===== src/rtl/plc_frame_pkg.sv =====
`timescale 1ns/1ps
package plc_frame_pkg;

    localparam int FRAME_LEN  = 22;
    localparam int HOUSE_BITS = 4;
    localparam int KEY_BITS   = 5;

    typedef enum logic [2:0] {
        ST_IDLE,
        ST_SYNC,
        ST_GAP,
        ST_SEND,
        ST_TAIL,
        ST_DONE,
        ST_FAIL
    } tx_state_e;

    // House codes for indices 0..15, index 0 in the top nibble, sending order MSB first
    localparam logic [63:0] HOUSE_TBL = {
        4'b0110, 4'b1110, 4'b0010, 4'b1010,
        4'b0001, 4'b1001, 4'b0101, 4'b1101,
        4'b0111, 4'b1111, 4'b0011, 4'b1011,
        4'b0000, 4'b1000, 4'b0100, 4'b1100
    };

    function automatic logic [HOUSE_BITS-1:0] house_nibble(input logic [HOUSE_BITS-1:0] idx);
        return HOUSE_TBL[{~idx, 2'b00} +: HOUSE_BITS];
    endfunction

    function automatic logic [KEY_BITS-1:0] key_code(input logic [KEY_BITS-1:0] idx);
        return idx[KEY_BITS-1] ? {idx[KEY_BITS-2:0], 1'b1}
                               : {house_nibble(idx[KEY_BITS-2:0]), 1'b0};
    endfunction

endpackage


===== src/rtl/plc_zc_edge.sv =====
`timescale 1ns/1ps
module plc_zc_edge #(
    parameter int STAGES = 2
) (
    input  logic clk,
    input  logic rst_n,
    input  logic zc_raw,
    output logic crossing
);
    logic [STAGES:0] pipe;

    always_ff @(posedge clk) begin
        if (!rst_n) pipe <= '0;
        else        pipe <= {pipe[STAGES-1:0], zc_raw};
    end

    // either polarity of change in the synchronised level is a crossing
    assign crossing = pipe[STAGES] ^ pipe[STAGES-1];
endmodule


===== src/rtl/plc_frame_build.sv =====
`timescale 1ns/1ps
module plc_frame_build
    import plc_frame_pkg::*;
(
    input  logic [HOUSE_BITS-1:0] house,
    input  logic [KEY_BITS-1:0]   key,
    output logic [FRAME_LEN-1:0]  frame
);
    localparam int HOUSE_TOP = FRAME_LEN - 5;
    localparam int KEY_TOP   = 2*KEY_BITS - 1;

    logic [HOUSE_BITS-1:0] hn;
    logic [KEY_BITS-1:0]   kc;

    assign hn = house_nibble(house);
    assign kc = key_code(key);
    assign frame[FRAME_LEN-1 -: 4] = 4'b1110;

    for (genvar i = 0; i < HOUSE_BITS; i++) begin : g_house
        assign frame[HOUSE_TOP - 2*i]     =  hn[HOUSE_BITS-1-i];
        assign frame[HOUSE_TOP - 2*i - 1] = ~hn[HOUSE_BITS-1-i];
    end

    for (genvar i = 0; i < KEY_BITS; i++) begin : g_key
        assign frame[KEY_TOP - 2*i]     =  kc[KEY_BITS-1-i];
        assign frame[KEY_TOP - 2*i - 1] = ~kc[KEY_BITS-1-i];
    end
endmodule


===== src/rtl/plc_pulse_timer.sv =====
`timescale 1ns/1ps
module plc_pulse_timer #(
    parameter int WIDTH_CYC = 125000
) (
    input  logic clk,
    input  logic rst_n,
    input  logic start,
    output logic active
);
    localparam int CW = $clog2(WIDTH_CYC + 1);
    logic [CW-1:0] left;

    always_ff @(posedge clk) begin
        if (!rst_n) begin
            active <= 1'b0;
            left   <= '0;
        end else if (start) begin
            active <= 1'b1;
            left   <= CW'(WIDTH_CYC - 1);
        end else if (active) begin
            if (left == '0) active <= 1'b0;
            else            left   <= left - 1'b1;
        end
    end
endmodule


===== src/rtl/plc_watchdog.sv =====
`timescale 1ns/1ps
module plc_watchdog #(
    parameter int LIMIT = 31248750
) (
    input  logic clk,
    input  logic rst_n,
    input  logic enable,
    input  logic kick,
    output logic expired
);
    localparam int CW = $clog2(LIMIT + 1);
    logic [CW-1:0] quiet;

    always_ff @(posedge clk) begin
        if (!rst_n || !enable || kick) quiet <= '0;
        else                           quiet <= quiet + 1'b1;
    end

    assign expired = enable && (quiet == CW'(LIMIT));
endmodule


===== src/rtl/plc_frame_tx.sv =====
`timescale 1ns/1ps
module plc_frame_tx
    import plc_frame_pkg::*;
#(
    parameter int CYC_PER_US  = 125,
    parameter int HALF_US     = 8333,
    parameter int PULSE_US    = 1000,
    parameter int WDOG_HALVES = 30,
    parameter int GAP_XINGS   = 6,
    parameter int SYNC_STAGES = 2,
    parameter int IDX_W       = 8,
    parameter int REP_W       = 8
) (
    input  logic             clk,
    input  logic             rst_n,
    input  logic             cmd_valid,
    output logic             cmd_ready,
    input  logic [IDX_W-1:0] cmd_house,
    input  logic [IDX_W-1:0] cmd_key,
    input  logic [REP_W-1:0] cmd_reps,
    input  logic             zc_in,
    output logic             carrier_en,
    output logic             tx_done,
    output logic             tx_err
);
    localparam int PULSE_CYC = PULSE_US * CYC_PER_US;
    localparam int WDOG_CYC  = WDOG_HALVES * HALF_US * CYC_PER_US;
    localparam int GAP_CW    = $clog2(GAP_XINGS);
    localparam int SYM_CW    = $clog2(FRAME_LEN);

    tx_state_e state, state_nx;

    logic                 crossing, wd_expired, pulse_active, launch;
    logic                 fields_ok, last_sym, watched;
    logic [FRAME_LEN-1:0] frame_w, frame_q;
    logic [SYM_CW-1:0]    sym_idx;
    logic [GAP_CW-1:0]    gap_cnt;
    logic [REP_W-1:0]     reps_left;
    logic                 sym_q;

    plc_zc_edge #(.STAGES(SYNC_STAGES)) u_edge (
        .clk(clk), .rst_n(rst_n), .zc_raw(zc_in), .crossing(crossing)
    );

    plc_frame_build u_build (
        .house(cmd_house[HOUSE_BITS-1:0]), .key(cmd_key[KEY_BITS-1:0]), .frame(frame_w)
    );

    plc_pulse_timer #(.WIDTH_CYC(PULSE_CYC)) u_pulse (
        .clk(clk), .rst_n(rst_n), .start(launch), .active(pulse_active)
    );

    plc_watchdog #(.LIMIT(WDOG_CYC)) u_wdog (
        .clk(clk), .rst_n(rst_n), .enable(watched), .kick(crossing), .expired(wd_expired)
    );

    assign fields_ok = (cmd_house < IDX_W'(1 << HOUSE_BITS)) && (cmd_key < IDX_W'(1 << KEY_BITS));
    assign last_sym  = (sym_idx == SYM_CW'(FRAME_LEN - 1));
    assign watched   = (state == ST_SYNC) || (state == ST_GAP) || (state == ST_SEND);
    assign launch    = (state == ST_SEND) && crossing && !wd_expired;

    // next-state logic
    always_comb begin
        state_nx = state;
        unique case (state)
            ST_IDLE: if (cmd_valid)
                         state_nx = !fields_ok ? ST_FAIL : (cmd_reps == '0 ? ST_DONE : ST_SYNC);
            ST_SYNC: if (wd_expired)    state_nx = ST_FAIL;
                     else if (crossing) state_nx = ST_GAP;
            ST_GAP:  if (wd_expired)    state_nx = ST_FAIL;
                     else if (crossing && gap_cnt == GAP_CW'(GAP_XINGS - 2)) state_nx = ST_SEND;
            ST_SEND: if (wd_expired)    state_nx = ST_FAIL;
                     else if (crossing && last_sym && reps_left == REP_W'(1)) state_nx = ST_TAIL;
            ST_TAIL: if (!pulse_active) state_nx = ST_DONE;
            ST_DONE: state_nx = ST_IDLE;
            ST_FAIL: state_nx = ST_IDLE;
            default: state_nx = ST_IDLE;
        endcase
    end

    // state register
    always_ff @(posedge clk) begin
        if (!rst_n) state <= ST_IDLE;
        else        state <= state_nx;
    end

    // frame, symbol and repeat counters
    always_ff @(posedge clk) begin
        if (!rst_n) begin
            frame_q   <= '0;
            sym_idx   <= '0;
            gap_cnt   <= '0;
            reps_left <= '0;
            sym_q     <= 1'b0;
        end else if (state == ST_IDLE && cmd_valid) begin
            frame_q   <= frame_w;
            reps_left <= cmd_reps;
            sym_idx   <= '0;
            gap_cnt   <= '0;
        end else if (state == ST_GAP && crossing && !wd_expired) begin
            gap_cnt <= gap_cnt + 1'b1;
        end else if (launch) begin
            sym_q <= frame_q[SYM_CW'(FRAME_LEN - 1) - sym_idx];
            if (last_sym) begin
                sym_idx   <= '0;
                reps_left <= reps_left - 1'b1;
            end else begin
                sym_idx <= sym_idx + 1'b1;
            end
        end
    end

    // outputs
    always_comb begin
        cmd_ready  = (state == ST_IDLE);
        tx_done    = (state == ST_DONE);
        tx_err     = (state == ST_FAIL);
        carrier_en = ((state == ST_SEND) || (state == ST_TAIL)) && pulse_active && sym_q;
    end
endmodule


===== config.mk =====
export PLATFORM = sky130hd
export DESIGN_NAME = plc_frame_tx
export DESIGN_NICKNAME = d
export VERILOG_FILES = /design/src/rtl/plc_frame_pkg.sv /design/src/rtl/plc_zc_edge.sv /design/src/rtl/plc_frame_build.sv /design/src/rtl/plc_pulse_timer.sv /design/src/rtl/plc_watchdog.sv /design/src/rtl/plc_frame_tx.sv
export SDC_FILE = /design/constraint.sdc
export NUM_CORES = 1
export LEC_CHECK = 0
export BUFFER_PORTS_ARGS = -buffer_cell sky130_fd_sc_hd__buf_2
export CAP_MARGIN = 20
export CORE_MARGIN = 10
export CORE_UTILIZATION = 50
export CTS_CLUSTER_SIZE = 16
export DETAILED_ROUTE_END_ITERATION = 7
export MAX_ROUTING_LAYER = met4
export PLACE_DENSITY = 0.71
export SYNTH_ARGS = -nofsm -noshare
export SYNTH_HDL_FRONTEND = slang
export SYNTH_SLANG_ARGS = --single-unit

===== constraint.sdc =====
create_clock -name clk -period 2.03 [get_ports clk]
set_input_delay 0.406 -clock clk [delete_from_list [all_inputs] [get_ports clk]]
set_output_delay 0.406 -clock clk [all_outputs]
set_load 0.02 [all_outputs]

======== Yosys cells after proc, flatten, opt, wreduce, memory -nomap -nowiden ========
Cells that the tools add are included.
operators by class
  multiplexer cells ....................... 25
  shift-type cells ........................ 2
  reduce and logical (&&, ||, !) cells .... 34
  bitwise logic cells ..................... 16
  $add $sub $neg .......................... 6
  equal/unequal tests ..................... 17
  $lt $le $gt $ge ......................... 3
operator list
  kind                       number
  $shiftx A64 B7 Y4 const A  2
  $mux W17                   3
  $mux W8                    4
  $mux W3                    10
  $add A25 B1 Y25 const B    1
  $eq A25 B25 Y1 const B     1
  $logic_not A17 Y1          1
  $sub A17 B1 Y17 const B    1
  $pmux W3 S5                1
  $not A1 Y1                 13
  $eq A3 B3 Y1 const B       4
  $logic_and A1 B1 Y1        12
  $mux W5                    2
  $ne A3 B3 Y1 const B       3
  $eq A8 B1 Y1 const B       1
  $logic_not A8 Y1           1
  $lt A8 B5 Y1 const B       1
  $lt A8 B6 Y1 const B       1
  $ne A2 B2 Y1 const B       4
  $not A4 Y4                 2
  $sub A8 B1 Y8 const B      1
  $eq A3 B2 Y1 const B       2
  $lt A5 B6 Y1 const B       1
  $reduce_and A2 Y1          3
  other kinds (15)           28
word-level totals
  bits in registers ....................... 85
  bits of input ports ..................... 28
  output and inout bits ................... 4
  logic and storage cells ................. 114

======== Longest topological paths before layout ========
Gate-level depths: netlist of the first run.
  depth after elaboration ................. 9
  mapped depth ............................ 9
  depth with buffers taken out ............ 7

======== Cells and area by module ========
Synthesis of the first run repeated with hierarchy kept, for this count alone.
second synthesis, totals
  cell total of the unflattened synthesis .. 572
  area total of the unflattened synthesis .. 4,682.0 um^2
modules (own cells, without submodules)
  module           cells an instance  area each (um^2)  sequential area each (um^2)  times used
  plc_frame_tx     280                2,217.1           840.8                        1
  plc_watchdog     144                1,221.2           500.5                        1
  plc_pulse_timer  110                947.2             360.3                        1
  plc_frame_build  31                 207.7             0.0                          1
  plc_zc_edge      7                  88.8              60.1                         1

======== Worst setup path before layout of the first run ========
OpenSTA, ideal clock, no wires.
  path kind ............................... flip-flop to flip-flop
  start ................................... register sym_idx[1]
  end ..................................... register state[0]
  setup time .............................. 0.117 ns
  stages on the path, launching flop included .. 10
  clock period less this slack ............ 2.004 ns
  arrival ................................. 1.887 ns
  path buffers ............................ 2
  setup slack ............................. 0.026 ns
  required time ........................... 1.913 ns
  path through ............................ dfxtp_1 -> buf_2 -> inv_1 -> ha_1 -> and4b_1 -> clkbuf_1 -> a31oi_1 -> a211oi_1 -> or3_1 -> a32o_1
between the ends
  longest elaborated chain between the ends .. 5
ends and longest elaborated chain
  item                                line                 RTL
  from (decl)                         plc_frame_tx.sv:36   logic [SYM_CW-1:0] sym_idx;
  from (signal assigned)              plc_frame_tx.sv:108  sym_idx <= sym_idx + 1'b1;
  $eq A5 B5 Y1                        plc_frame_tx.sv:58   assign last_sym = (sym_idx == SYM_CW'(FRAME_LEN - 1));
  $logic_and A1 B1 Y1 (2 in series)   plc_frame_tx.sv:73   else if (crossing && last_sym && reps_left == REP_W'(1)) state_nx = ST_TAIL;
  $ne A3 B3 Y1 (no source line)       --
  $reduce_and A5 Y1 (no source line)  --
  to (signal assigned)                plc_frame_tx.sv:84   else state <= state_nx;
  to (decl)                           plc_frame_tx.sv:31   tx_state_e state, state_nx;
Every way passes these cells.
A chain may end at the register's enable or synchronous reset.

======== Worst setup path in the final report of the first run ========
  start ................................... register u_pulse.left[8]
  end ..................................... register u_pulse.left[1]
between the ends
  longest elaborated chain between the ends .. 3
ends and longest elaborated chain
  item                                line                   RTL
  from (decl)                         plc_pulse_timer.sv:11  logic [CW-1:0] left;
  from (signal assigned)              plc_pulse_timer.sv:19  left <= CW'(WIDTH_CYC - 1);
  from (signal assigned)              plc_pulse_timer.sv:22  else left <= left - 1'b1;
  $logic_not A17 Y1                   plc_pulse_timer.sv:21  if (left == '0) active <= 1'b0;
  $ne A2 B2 Y1 (no source line)       --
  $reduce_and A2 Y1 (no source line)  --
Every way passes these cells.

==> flow_summary.yaml, run 1 <==
run_status:
  status: "finished, final reports clean"
timing:
  tightest_slew_ps: 537.4
  timing.final.setup_violations: 0
  maxClockFrequency_ghz: 0.5268
  whs_ps: 243.6
  hold_violations: 0
  max-slew-margin-rel: 0.6325
  rsz0062_at_grt: "false"
  fin_crit_ps: 1898
  layout_worst_path_cycle_share: 0.9350
  fin_ws_ps: 131.9
  maxSlewViolCount: 0
  finalSetupTns_ps: 0
  final.setup_skew_ps: 11.78
route:
  detail_route.first_pass.iterations: 4
  totalWireLength_um: 10180
  via_per_inst: 5.664
  drc_errors: 0
  route.detailed.wl_per_inst_um: 15.13
  route.vias.total: 3812
  drt_first_iter_violations: 236
  final_antenna_net_count: 0
place:
  port-buffer-count: 31
  post-dp-hpwl_um: 7513
  placed_area_um2: 4751
  place_ws_ps: 34.11
  place.gp.congestion: 0.9019
floorplan:
  floorplan.die_area_um2: 13020
  die_width_um: 114.1
  row_count: 34
  core_region_area_um2: 8678
  initial_core_util: 0.5104
  die-height_um: 114.1
  top_level_ports: 32
final_layout:
  register_area_um2: 1705
  flow.area_growth_from_synthesis_pct: 13.11
  multi_input_comb_area_um2: 2512
  diodes: 0
  design.final.nets: 603
  finalInstanceArea_um2: 5010
  share_of_final_layout_standard_cells_stronger_than_drive_strength_1: 0.1735
  filler_cell_count: 794
clock_network:
  clock_path_buffers: 2
  number_of_sinks_handled_by_clock_tree_synthesis: 85
  clk_latency_ps: 350
  clk_pin_slew_worst_paths_ps: 80
  cts.htree.levels: 3
  ctsRootBufferMaster: "sky130_fd_sc_hd__clkbuf_8"
  cts_tree: "built"
  cts_made_buffers: 9
logic_synthesis:
  postSynthNetCount: 557
  async_set_or_reset_register_ratio_after_synthesis: 0
  seq_area_frac_synth: 0.3842
  mean_post_synth_cell_area_um2: 8.617
  ys.flop_type: "sky130_fd_sc_hd__dfxtp_1"
  synth-edff-count: 0
  ys_warn_count: 0
  ys_seq_elements: 85
  syn_inst: 514
  post_synth_num_cell_types: 59
  syn-cell-area_um2: 4429
global_routing:
  pin_count_of_the_biggest_net_entering_global_routing: 28
  first_global_vias: 3698
  antenna_found_initial: 0
  gr-usage-all-layers: 0.1631
  grt_overflow_total: 0
  global_route_wire_length_before_repair_um: 17350
worst_setup_path:
  r2r.worst_path.cells: 5
  setup.worst_path.start_class: "register"
  timing.rr.start: "u_pulse.left[8]"
  crit_path_cell_trace: "or4_4, nand4b_4, o21ai_2, nor3b_1, a311oi_1"
  worstPathMaxFanout: 8
  critical_path.slowest_cell: "sky130_fd_sc_hd__or4_4"
  timing.critical_path.slowest_cell_delay_ps: 590
  critical_path.reg2reg.endpoint: "u_pulse.left[1]"
  crit_arrival_ps: 2160
  setup.worst_path.class: "register to register"
  setup.worst_path.end_class: "register"
  critPathRequiredTime_ps: 2290
  ff2ff_setup_slack_ps: 130
power:
  worst_ir_drop_vdd_v: 0.0008545
  leakage_uw: 0.001790
  cellPowerDensity_nw_per_um2: 875.0
min_path:
  min_path_type: "primary input to register"
  min_delay_path_depth: 2
  worst_hold_startpoint: "cmd_house[0]"
  capture_endpoint_of_the_worst_hold_path: "frame_q[16]"
flow_run:
  max_cap_viol_count: 0
## worst max-delay path by stage
stage,from,end,slack (ps),cells after the start
after floorplan,sym_idx[1],state[0],30,9
after global placement,cmd_house[5],state[0],110,6
after detailed placement,u_wdog.quiet[23],u_pulse.left[4],30,5
after CTS,u_wdog.quiet[23],u_pulse.left[4],7,5
after global routing,u_pulse.left[3],u_pulse.left[9],10,5
final,u_pulse.left[8],u_pulse.left[1],130,5
## metrics by stage
step	std cells	utilization	total power, µW
CTS	669	0.5696	4387
detailed placement	653	0.5474	3197
global route	673	0.5773	4660
global placement	653	0.5474	3164
finish	673	0.5773	4384
floorplan	514	-	2875
## registers in the layout (all words and copies together) (netlist names)
register        flops
frame_q            19
gap_cnt             3
reps_left           8
state               3
sym_idx             5
sym_q               1
u_edge.pipe         3
u_pulse.active      1
u_pulse.left       17
u_wdog.quiet       25
## per-layer routing
| layer | vias up | GRT usage | routed length, µm |
|---|---|---|---|
| li1 | 1926 | - | - |
| met1 | 1804 | 0.2064 | 4704 |
| met2 | 76 | 0.2578 | 4946 |
| met3 | 6 | 0.03459 | 447 |
| met4 | 0 | 0.04511 | 85 |
| met5 | - | - | 0 |
## cells in the mapped netlist (all sizes together), types with 4 or more instances
cell / n / share of area
and2: 9 / 0.013
buf: 10 / 0.016
a31oi: 5 / 0.0071
o2111ai: 4 / 0.0079
and3: 7 / 0.0099
nor3b: 4 / 0.0068
mux4: 4 / 0.020
nand3b: 5 / 0.011
o21ai: 31 / 0.037
a21oi: 38 / 0.043
nor3: 19 / 0.021
inv: 19 / 0.016
clkbuf: 16 / 0.023
a211oi: 6 / 0.010
nand3: 16 / 0.018
nor2: 66 / 0.056
ha: 15 / 0.042
nand4: 5 / 0.0071
xor2: 14 / 0.028
dfxtp: 85 / 0.38
o211ai: 5 / 0.0085
nor4: 9 / 0.013
mux2i: 4 / 0.0090
nand2: 33 / 0.028
xnor2: 27 / 0.053
or3: 14 / 0.020
## cells by family (layout without fill, tap and decap cells)
logic type,Yosys count,after routing,synth area share
XOR/XNOR,41,41,0.08107
adder cells (fa/ha/maj),15,15,0.04237
buffers and inverters,45,96,0.05423
AO/OA/AOI/OAI,108,108,0.1534
AND/OR/NAND/NOR,211,211,0.2528
flip-flops,85,85,0.3842
multiplexers,9,9,0.03192
## repair_timing
action	4_1_cts	5_1_grt
setup buffers	0	4
pin swaps	0	3
setup endpoints to repair	1	29
resized for setup	1	8
hold buffers	0	0
## final cells by class
class | count | area share
clock inverter | 4 | 0.009491
timing repair buffer | 61 | 0.07842
multi-input combinational | 384 | 0.5015
inverter | 19 | 0.01424
clock buffer | 12 | 0.02897
tap | 108 | 0.02697
sequential | 85 | 0.3404
## placed cells by master (no fill, tap or decap), types with 4 or more instances in the layout
cell and instances:
sky130_fd_sc_hd__nor4_1 9, sky130_fd_sc_hd__nor3_1 19, sky130_fd_sc_hd__nand3b_1 4, sky130_fd_sc_hd__and3_1 7, sky130_fd_sc_hd__dfxtp_1 82, sky130_fd_sc_hd__or3_1 14
sky130_fd_sc_hd__buf_2 31, sky130_fd_sc_hd__and2_1 9, sky130_fd_sc_hd__xnor2_1 27, sky130_fd_sc_hd__o21ai_0 28, sky130_fd_sc_hd__inv_1 19, sky130_fd_sc_hd__nand4_1 5
sky130_fd_sc_hd__a211oi_1 5, sky130_fd_sc_hd__ha_1 15, sky130_fd_sc_hd__buf_4 29, sky130_fd_sc_hd__nor2_1 66, sky130_fd_sc_hd__clkbuf_8 10, sky130_fd_sc_hd__a21oi_1 38
sky130_fd_sc_hd__o2111ai_1 4, sky130_fd_sc_hd__mux4_2 4, sky130_fd_sc_hd__a31oi_1 5, sky130_fd_sc_hd__mux2i_1 4, sky130_fd_sc_hd__nand3_1 15, sky130_fd_sc_hd__nand2_1 33
sky130_fd_sc_hd__o211ai_1 5, sky130_fd_sc_hd__xor2_1 14
## critical path: cells and delay by family, from the launching register on
kind	cells	cell delay, ps
AND/OR/NAND/NOR	3	940
flip-flops	1	360
AO/OA/AOI/OAI	2	510
## where the power goes
part	switching (µW)	internal, µW
Clock	591	600
Sequential	169	1870
Combinational	677	479
Total	1440	2950
(Power assumes the default switching activity.)
==> run 2: changes to the inputs <==
--- a/config.mk
+++ b/config.mk
@@ -7,7 +7,7 @@
 export LEC_CHECK = 0
 export BUFFER_PORTS_ARGS = -buffer_cell sky130_fd_sc_hd__buf_2
 export CAP_MARGIN = 20
-export CORE_MARGIN = 10
+export CORE_MARGIN = 2
 export CORE_UTILIZATION = 50
 export CTS_CLUSTER_SIZE = 16
 export DETAILED_ROUTE_END_ITERATION = 7
==> run 2 against run 1 <==
Net effect:
- critical path depth did not move
- cell count did not move
- critical path type is now register to output port
- die area fell by 26%
- sequential cell count did not move
==> flow_summary.yaml, run 2 (synthesis gave the netlist of run 1 again) <==
worst_setup_path:
  setup.worst_path.class: "register to output port"
  crit_path_cell_trace: "nand3b_1, buf_4, o21ai_1, and3_1, buf_2"
  r2r.worst_path.cells: 8
  setup.worst_path.start_class: "register"
  critical_path.slowest_cell: "sky130_fd_sc_hd__dfxtp_2"
  setup.worst_path.end_class: "output port"
  timing.critical_path.slowest_cell_delay_ps: 440
  critPathRequiredTime_ps: 1620
  crit_arrival_ps: 1540
  worstPathMaxFanout: 10
final_layout:
  share_of_final_layout_standard_cells_stronger_than_drive_strength_1: 0.1788
  diodes: 0
  reg_top3: "u_wdog.quiet: 25 flops, frame_q: 19 flops, u_pulse.left: 17 flops"
  flow.area_growth_from_synthesis_pct: 13.81
  largest_register_ff_count: 25
  final-instance-count-excl-fill: 673
  design.final.nets: 603
  top_register: "u_wdog.quiet"
  layout.cells.most_common_list: "sky130_fd_sc_hd__dfxtp_1, sky130_fd_sc_hd__nor2_1, sky130_fd_sc_hd__a21oi_1, sky130_fd_sc_hd__nand2_1, sky130_fd_sc_hd__buf_2"
  layout.cells.most_common: "sky130_fd_sc_hd__dfxtp_1"
timing:
  tightest_slew_ps: 644.5
  layout_worst_path_cycle_share: 0.9584
  fin_crit_ps: 1946
  timing.final.setup_violations: 0
  maxSlewViolCount: 0
  finalSetupTns_ps: 0
  hold_violations: 0
  rsz0062_at_grt: "false"
  maxClockFrequency_ghz: 0.5140
  final.setup_skew_ps: 9.184
  max-slew-margin-rel: 0.5664
clock_network:
  cts_tree: "built"
  clock_path_buffers: 2
  number_of_sinks_handled_by_clock_tree_synthesis: 85
  clk_latency_ps: 360
  ctsRootBufferMaster: "sky130_fd_sc_hd__clkbuf_8"
  clk_pin_slew_worst_paths_ps: 90
  cts.htree.levels: 3
  holdBufCountCts: 0
  cts_made_buffers: 9
power:
  worst_ir_drop_vdd_v: 0.0004541
  leakage_uw: 0.001803
  cellPowerDensity_nw_per_um2: 884.3
place:
  post-dp-hpwl_um: 7079
  placedCellCount: 654
  port-buffer-count: 31
  place.gp.congestion: 0.8387
route:
  route.vias.total: 3831
  final_antenna_net_count: 0
  drt_first_iter_violations: 179
  detail_route.first_pass.iterations: 5
  totalWireLength_um: 9772
  drc_errors: 0
  via_per_inst: 5.692
  route.detailed.wl_per_inst_um: 14.52
min_path:
  min_delay_path_depth: 2
  min_path_type: "primary input to register"
run_status:
  status: "finished, final reports clean"
global_routing:
  grt_overflow_total: 0
  antenna_found_initial: 0
  gr-usage-all-layers: 0.2134
  first_global_vias: 3598
  pin_count_of_the_biggest_net_entering_global_routing: 26
  global_route_wire_length_before_repair_um: 16530
flow_run:
  max_cap_viol_count: 0
floorplan:
  core_region_area_um2: 8636
  floorplan.die_area_um2: 9628
  die_width_um: 98.12
  top_level_ports: 32
  die-height_um: 98.12
  row_count: 34
  initial_core_util: 0.5129
-- run 2: cell count changes in the layout (fill, tap and decap cells not counted), sizes merged --
cell      before  now
clkbuf        12    9
inv           19   23
clkinvlp       1    0
-- run 2: final cells by class --
class                   instances  area [µm²]
repair buffers                 61       405.4
inverters                      19       71.32
fillers                       752        3595
flip-flops and latches         85        1708
multi-input cells             384        2519
clock inverters                 7       78.83
well taps                     108       135.1
clock buffers                   9       123.9
-- run 2: repair_timing --
action,CTS,global route
resized for setup,3,8
pin swaps,0,4
endpoints found under the setup margin,1,32
buffers inserted,0,3
-- run 2: metal layers --
layer / global-route usage / vias to the layer above / part of all wire / wire length (µm)
met1: 0.2785 / 1794 / 0.47 / 4544
li1: - / 1917 / - / -
met5: - / - / 0 / 0
met3: 0.04366 / 5 / 0.059 / 575
met4: 0.05449 / 0 / 0.0035 / 34
met2: 0.3404 / 115 / 0.47 / 4617
-- run 2: worst paths after layout --
kind / slack [ps] / to / startpoint
hold reg to reg: 440 / u_edge.pipe[1] / u_edge.pipe[0]
setup reg to reg: 90 / sym_idx[3] / u_wdog.quiet[0]
setup / recovery: 80 / carrier_en / state[0]
hold / removal: 220 / frame_q[16] / cmd_house[0]
-- run 2: metrics by stage --
step	worst slack [ps]	total power, µW	utilization	hold slack, ps	area [µm²]
global route	1.288	4707	0.5837	212.0	5041
detailed placement	56.58	3210	0.5524	423.7	4771
floorplan	25.60	2875	-	411.9	4429
finish	84.40	4458	0.5837	218.6	5041
global placement	122.3	3173	0.5524	421.2	4771
CTS	28.65	4453	0.5764	209.1	4977
-- run 2: critical path, delay by kind of cell (launching register included) --
kind	cells	cell delay (ps)
AOI/OAI and AO/OA	1	100
DFF	1	440
and+or+nand+nor	2	310
buffers and inverters	2	330
-- run 2: power breakdown --
group	switching, µW	total [µW]	internal [µW]
Clock	652	1240	586
Combinational	686	1180	490
Sequential	173	2040	1870
Total	1510	4460	2950
==> run 3: changes to the inputs <==
--- a/config.mk
+++ b/config.mk
@@ -5,14 +5,16 @@
 export SDC_FILE = /design/constraint.sdc
 export NUM_CORES = 1
 export LEC_CHECK = 0
+export ABC_AREA = 1
 export BUFFER_PORTS_ARGS = -buffer_cell sky130_fd_sc_hd__buf_2
 export CAP_MARGIN = 20
 export CORE_MARGIN = 2
 export CORE_UTILIZATION = 50
+export CTS_BUF_LIST = sky130_fd_sc_hd__clkbuf_4
 export CTS_CLUSTER_SIZE = 16
 export DETAILED_ROUTE_END_ITERATION = 7
 export MAX_ROUTING_LAYER = met4
-export PLACE_DENSITY = 0.71
+export PLACE_DENSITY = 0.7
 export SYNTH_ARGS = -nofsm -noshare
 export SYNTH_HDL_FRONTEND = slang
 export SYNTH_SLANG_ARGS = --single-unit
==> run 3 against run 2 <==
Net effect:
- critical path type unchanged
- global-route usage up 0.88 points
- area after synthesis up 14%
- largest cell class unchanged
- first-iteration DRC count up 50%
- clock skew up 3.6 ps
- maximum frequency down 0.68%
- non-clock buffer count down 19
- sequential share of layout area down 2.7 points
==> flow_summary.yaml, run 3 <==
run_status:
  status: "finished, final reports clean"
final_layout:
  share_of_final_layout_standard_cells_stronger_than_drive_strength_1: 0.1355
  multi_input_comb_area_um2: 2843
  flow.area_growth_from_synthesis_pct: 8.705
  filler_cell_count: 976
  largest_register_ff_count: 25
  register_area_um2: 1712
  layout.cells.most_common: "sky130_fd_sc_hd__nand2_1"
  design.final.nets: 835
  top_register: "u_wdog.quiet"
  layout.cells.most_common_list: "sky130_fd_sc_hd__nand2_1, sky130_fd_sc_hd__nor2_1, sky130_fd_sc_hd__inv_1, sky130_fd_sc_hd__dfxtp_1, sky130_fd_sc_hd__nand3_1"
  diodes: 0
  reg_top3: "u_wdog.quiet: 25 flops, frame_q: 19 flops, u_pulse.left: 17 flops"
clock_network:
  clk_pin_slew_worst_paths_ps: 130
  cts_made_buffers: 9
  ctsRootBufferMaster: "sky130_fd_sc_hd__clkbuf_4"
  cts.htree.levels: 3
  cts_tree: "built"
  clk_latency_ps: 450
  number_of_sinks_handled_by_clock_tree_synthesis: 85
  cts_setup_buffers: 0
  holdBufCountCts: 0
  clock_path_buffers: 2
place:
  post-dp-hpwl_um: 8751
  place.gp.congestion: 0.9281
  port-buffer-count: 31
timing:
  maxClockFrequency_ghz: 0.5105
  rsz0062_at_grt: "false"
  tightest_slew_ps: 695.0
  layout_worst_path_cycle_share: 0.9650
  hold_violations: 0
  fin_crit_ps: 1959
  timing.final.setup_violations: 0
  maxSlewViolCount: 0
  finalSetupTns_ps: 0
  max-slew-margin-rel: 0.5362
  final.setup_skew_ps: 12.78
route:
  via_per_inst: 5.143
  totalWireLength_um: 11560
  drt_first_iter_violations: 268
  final_antenna_net_count: 0
  route.vias.total: 4783
  drc_errors: 0
  route.detailed.wl_per_inst_um: 12.43
  detail_route.first_pass.iterations: 5
logic_synthesis:
  ys.flop_type: "sky130_fd_sc_hd__dfxtp_1"
  post_synth_num_cell_types: 46
  syn-cell-area_um2: 5045
  post_synth_most_frequent_cells: "sky130_fd_sc_hd__nand2_1, sky130_fd_sc_hd__nor2_1, sky130_fd_sc_hd__inv_1"
  ys_seq_elements: 85
  async_set_or_reset_register_ratio_after_synthesis: 0
  mean_post_synth_cell_area_um2: 6.647
  synth_largest_type_area_fraction: 0.3373
  synth-edff-count: 0
  ys_warn_count: 0
  postSynthNetCount: 802
  yosys.area.top_type: "sky130_fd_sc_hd__dfxtp_1"
  cell_with_the_most_instances_after_synthesis: "sky130_fd_sc_hd__nand2_1"
  seq_area_frac_synth: 0.3373
  syn_inst: 759
  synth.top_cells.by_area: "sky130_fd_sc_hd__dfxtp_1, sky130_fd_sc_hd__nand2_1, sky130_fd_sc_hd__nor2_1"
power:
  power.combinational.fraction: 0.328
  power.share.sequential: 0.453
  swShare: 0.3779
  worst_ir_drop_vdd_v: 0.0008427
  power_frac_clock: 0.219
  netSwitchingPower_uw: 1684
  cellPowerDensity_nw_per_um2: 812.3
  leakage_uw: 0.002402
  report.power.total_uw: 4455
  power.internal_uw: 2771
worst_setup_path:
  critPathRequiredTime_ps: 1620
  setup.worst_path.class: "register to output port"
  setup.worst_path.start_class: "register"
  setup.worst_path.end_class: "output port"
  crit_arrival_ps: 1550
  timing.rr.start: "u_pulse.left[0]"
  worstPathMaxFanout: 5
  launching_instance_or_port_of_the_critical_path: "state[0]"
global_routing:
  first_global_vias: 4330
  global_route_wire_length_before_repair_um: 19550
  gr-usage-all-layers: 0.2223
  antenna_found_initial: 0
  grt_overflow_total: 0
  pin_count_of_the_biggest_net_entering_global_routing: 23
floorplan:
  die-height_um: 104.4
  core_region_area_um2: 9774
  initial_core_util: 0.5161
  floorplan.die_area_um2: 10910
  row_count: 36
  die_width_um: 104.4
  top_level_ports: 32
min_path:
  min_path_type: "primary input to register"
  worst_hold_startpoint: "zc_in"
flow_run:
  max_cap_viol_count: 0
-- run 3: cell types whose count changed in the layout (fill, tap and decap cells not counted), sizes merged, moves of 17 or more --
cell and change:
xnor2 -19, inv +80, buf -19, nand2 +152
a21oi +17, nor2 +45, nand3 +48
-- run 3: worst paths after layout --
path / endpoint / slack [ps] / depth (start not counted)
hold reg to reg: u_edge.pipe[1] / 440 / 2
setup / recovery: carrier_en / 70 / 5
setup reg to reg: u_pulse.left[2] / 210 / 12
hold / removal: u_edge.pipe[0] / 160 / 3
-- run 3: final cells by class --
class / instances / share of cell area
Multi-Input combinational cell: 551 / 0.5184
Sequential cell: 85 / 0.3121
Inverter: 103 / 0.07141
Timing Repair Buffer: 42 / 0.04335
Tap cell: 133 / 0.03034
Clock buffer: 9 / 0.01232
Clock inverter: 7 / 0.01209
-- run 3: kinds of logic after synthesis --
family          Yosys count  synth area share
fa+ha+maj                15           0.03720
buf+inv                 123            0.1002
flops                    85            0.3373
compound gates          107            0.1210
simple gates            406            0.3643
xor+xnor                 23           0.03993
-- run 3: per-layer routing --
layer | wire, µm | track usage | vias to the layer above
li1 | - | - | 2498
met1 | 5483 | 0.2798 | 2163
met2 | 5398 | 0.3623 | 104
met3 | 485 | 0.03446 | 18
met4 | 191 | 0.07915 | 0
met5 | 0 | - | -
-- run 3: timing repair --
| item | in CTS | in global routing |
|---|---|---|
| endpoints found under the setup margin | 1 | 2 |
| endpoints found under the hold margin | 0 | 0 |
| cloned | 0 | 0 |
| gates resized for setup | 3 | 4 |
-- run 3: through the flow --
stage	hold slack (ps)	worst slack [ps]	util	area [µm²]	std cells
finish	164.7	71.07	0.5611	5484	930
global route	166.4	12.45	0.5611	5484	930
CTS	163.4	2.196	0.5603	5477	930
detailed placement	406.2	244.9	0.5458	5335	914
global placement	416.3	327.2	0.5458	5335	914
floorplan	390.5	430.0	-	5045	759
-- run 3: power groups by stage --
stage               sequential, µW  clock [µW]  combinational [µW]
finish                        2020         977                1460
global route                  2040        1070                1680
CTS                           2010        1000                1460
detailed placement            2040           0                1450
global placement              2030           0                1410
floorplan                     2010           0                1150
-- run 3: worst max-delay path, stage by stage (launching register included) --
cell and delay, ps:
sky130_fd_sc_hd__dfxtp_4 400, sky130_fd_sc_hd__inv_2 60, sky130_fd_sc_hd__nor3_4 230, sky130_fd_sc_hd__nor2_1 80, sky130_fd_sc_hd__nor2_1 150, sky130_fd_sc_hd__buf_2 190
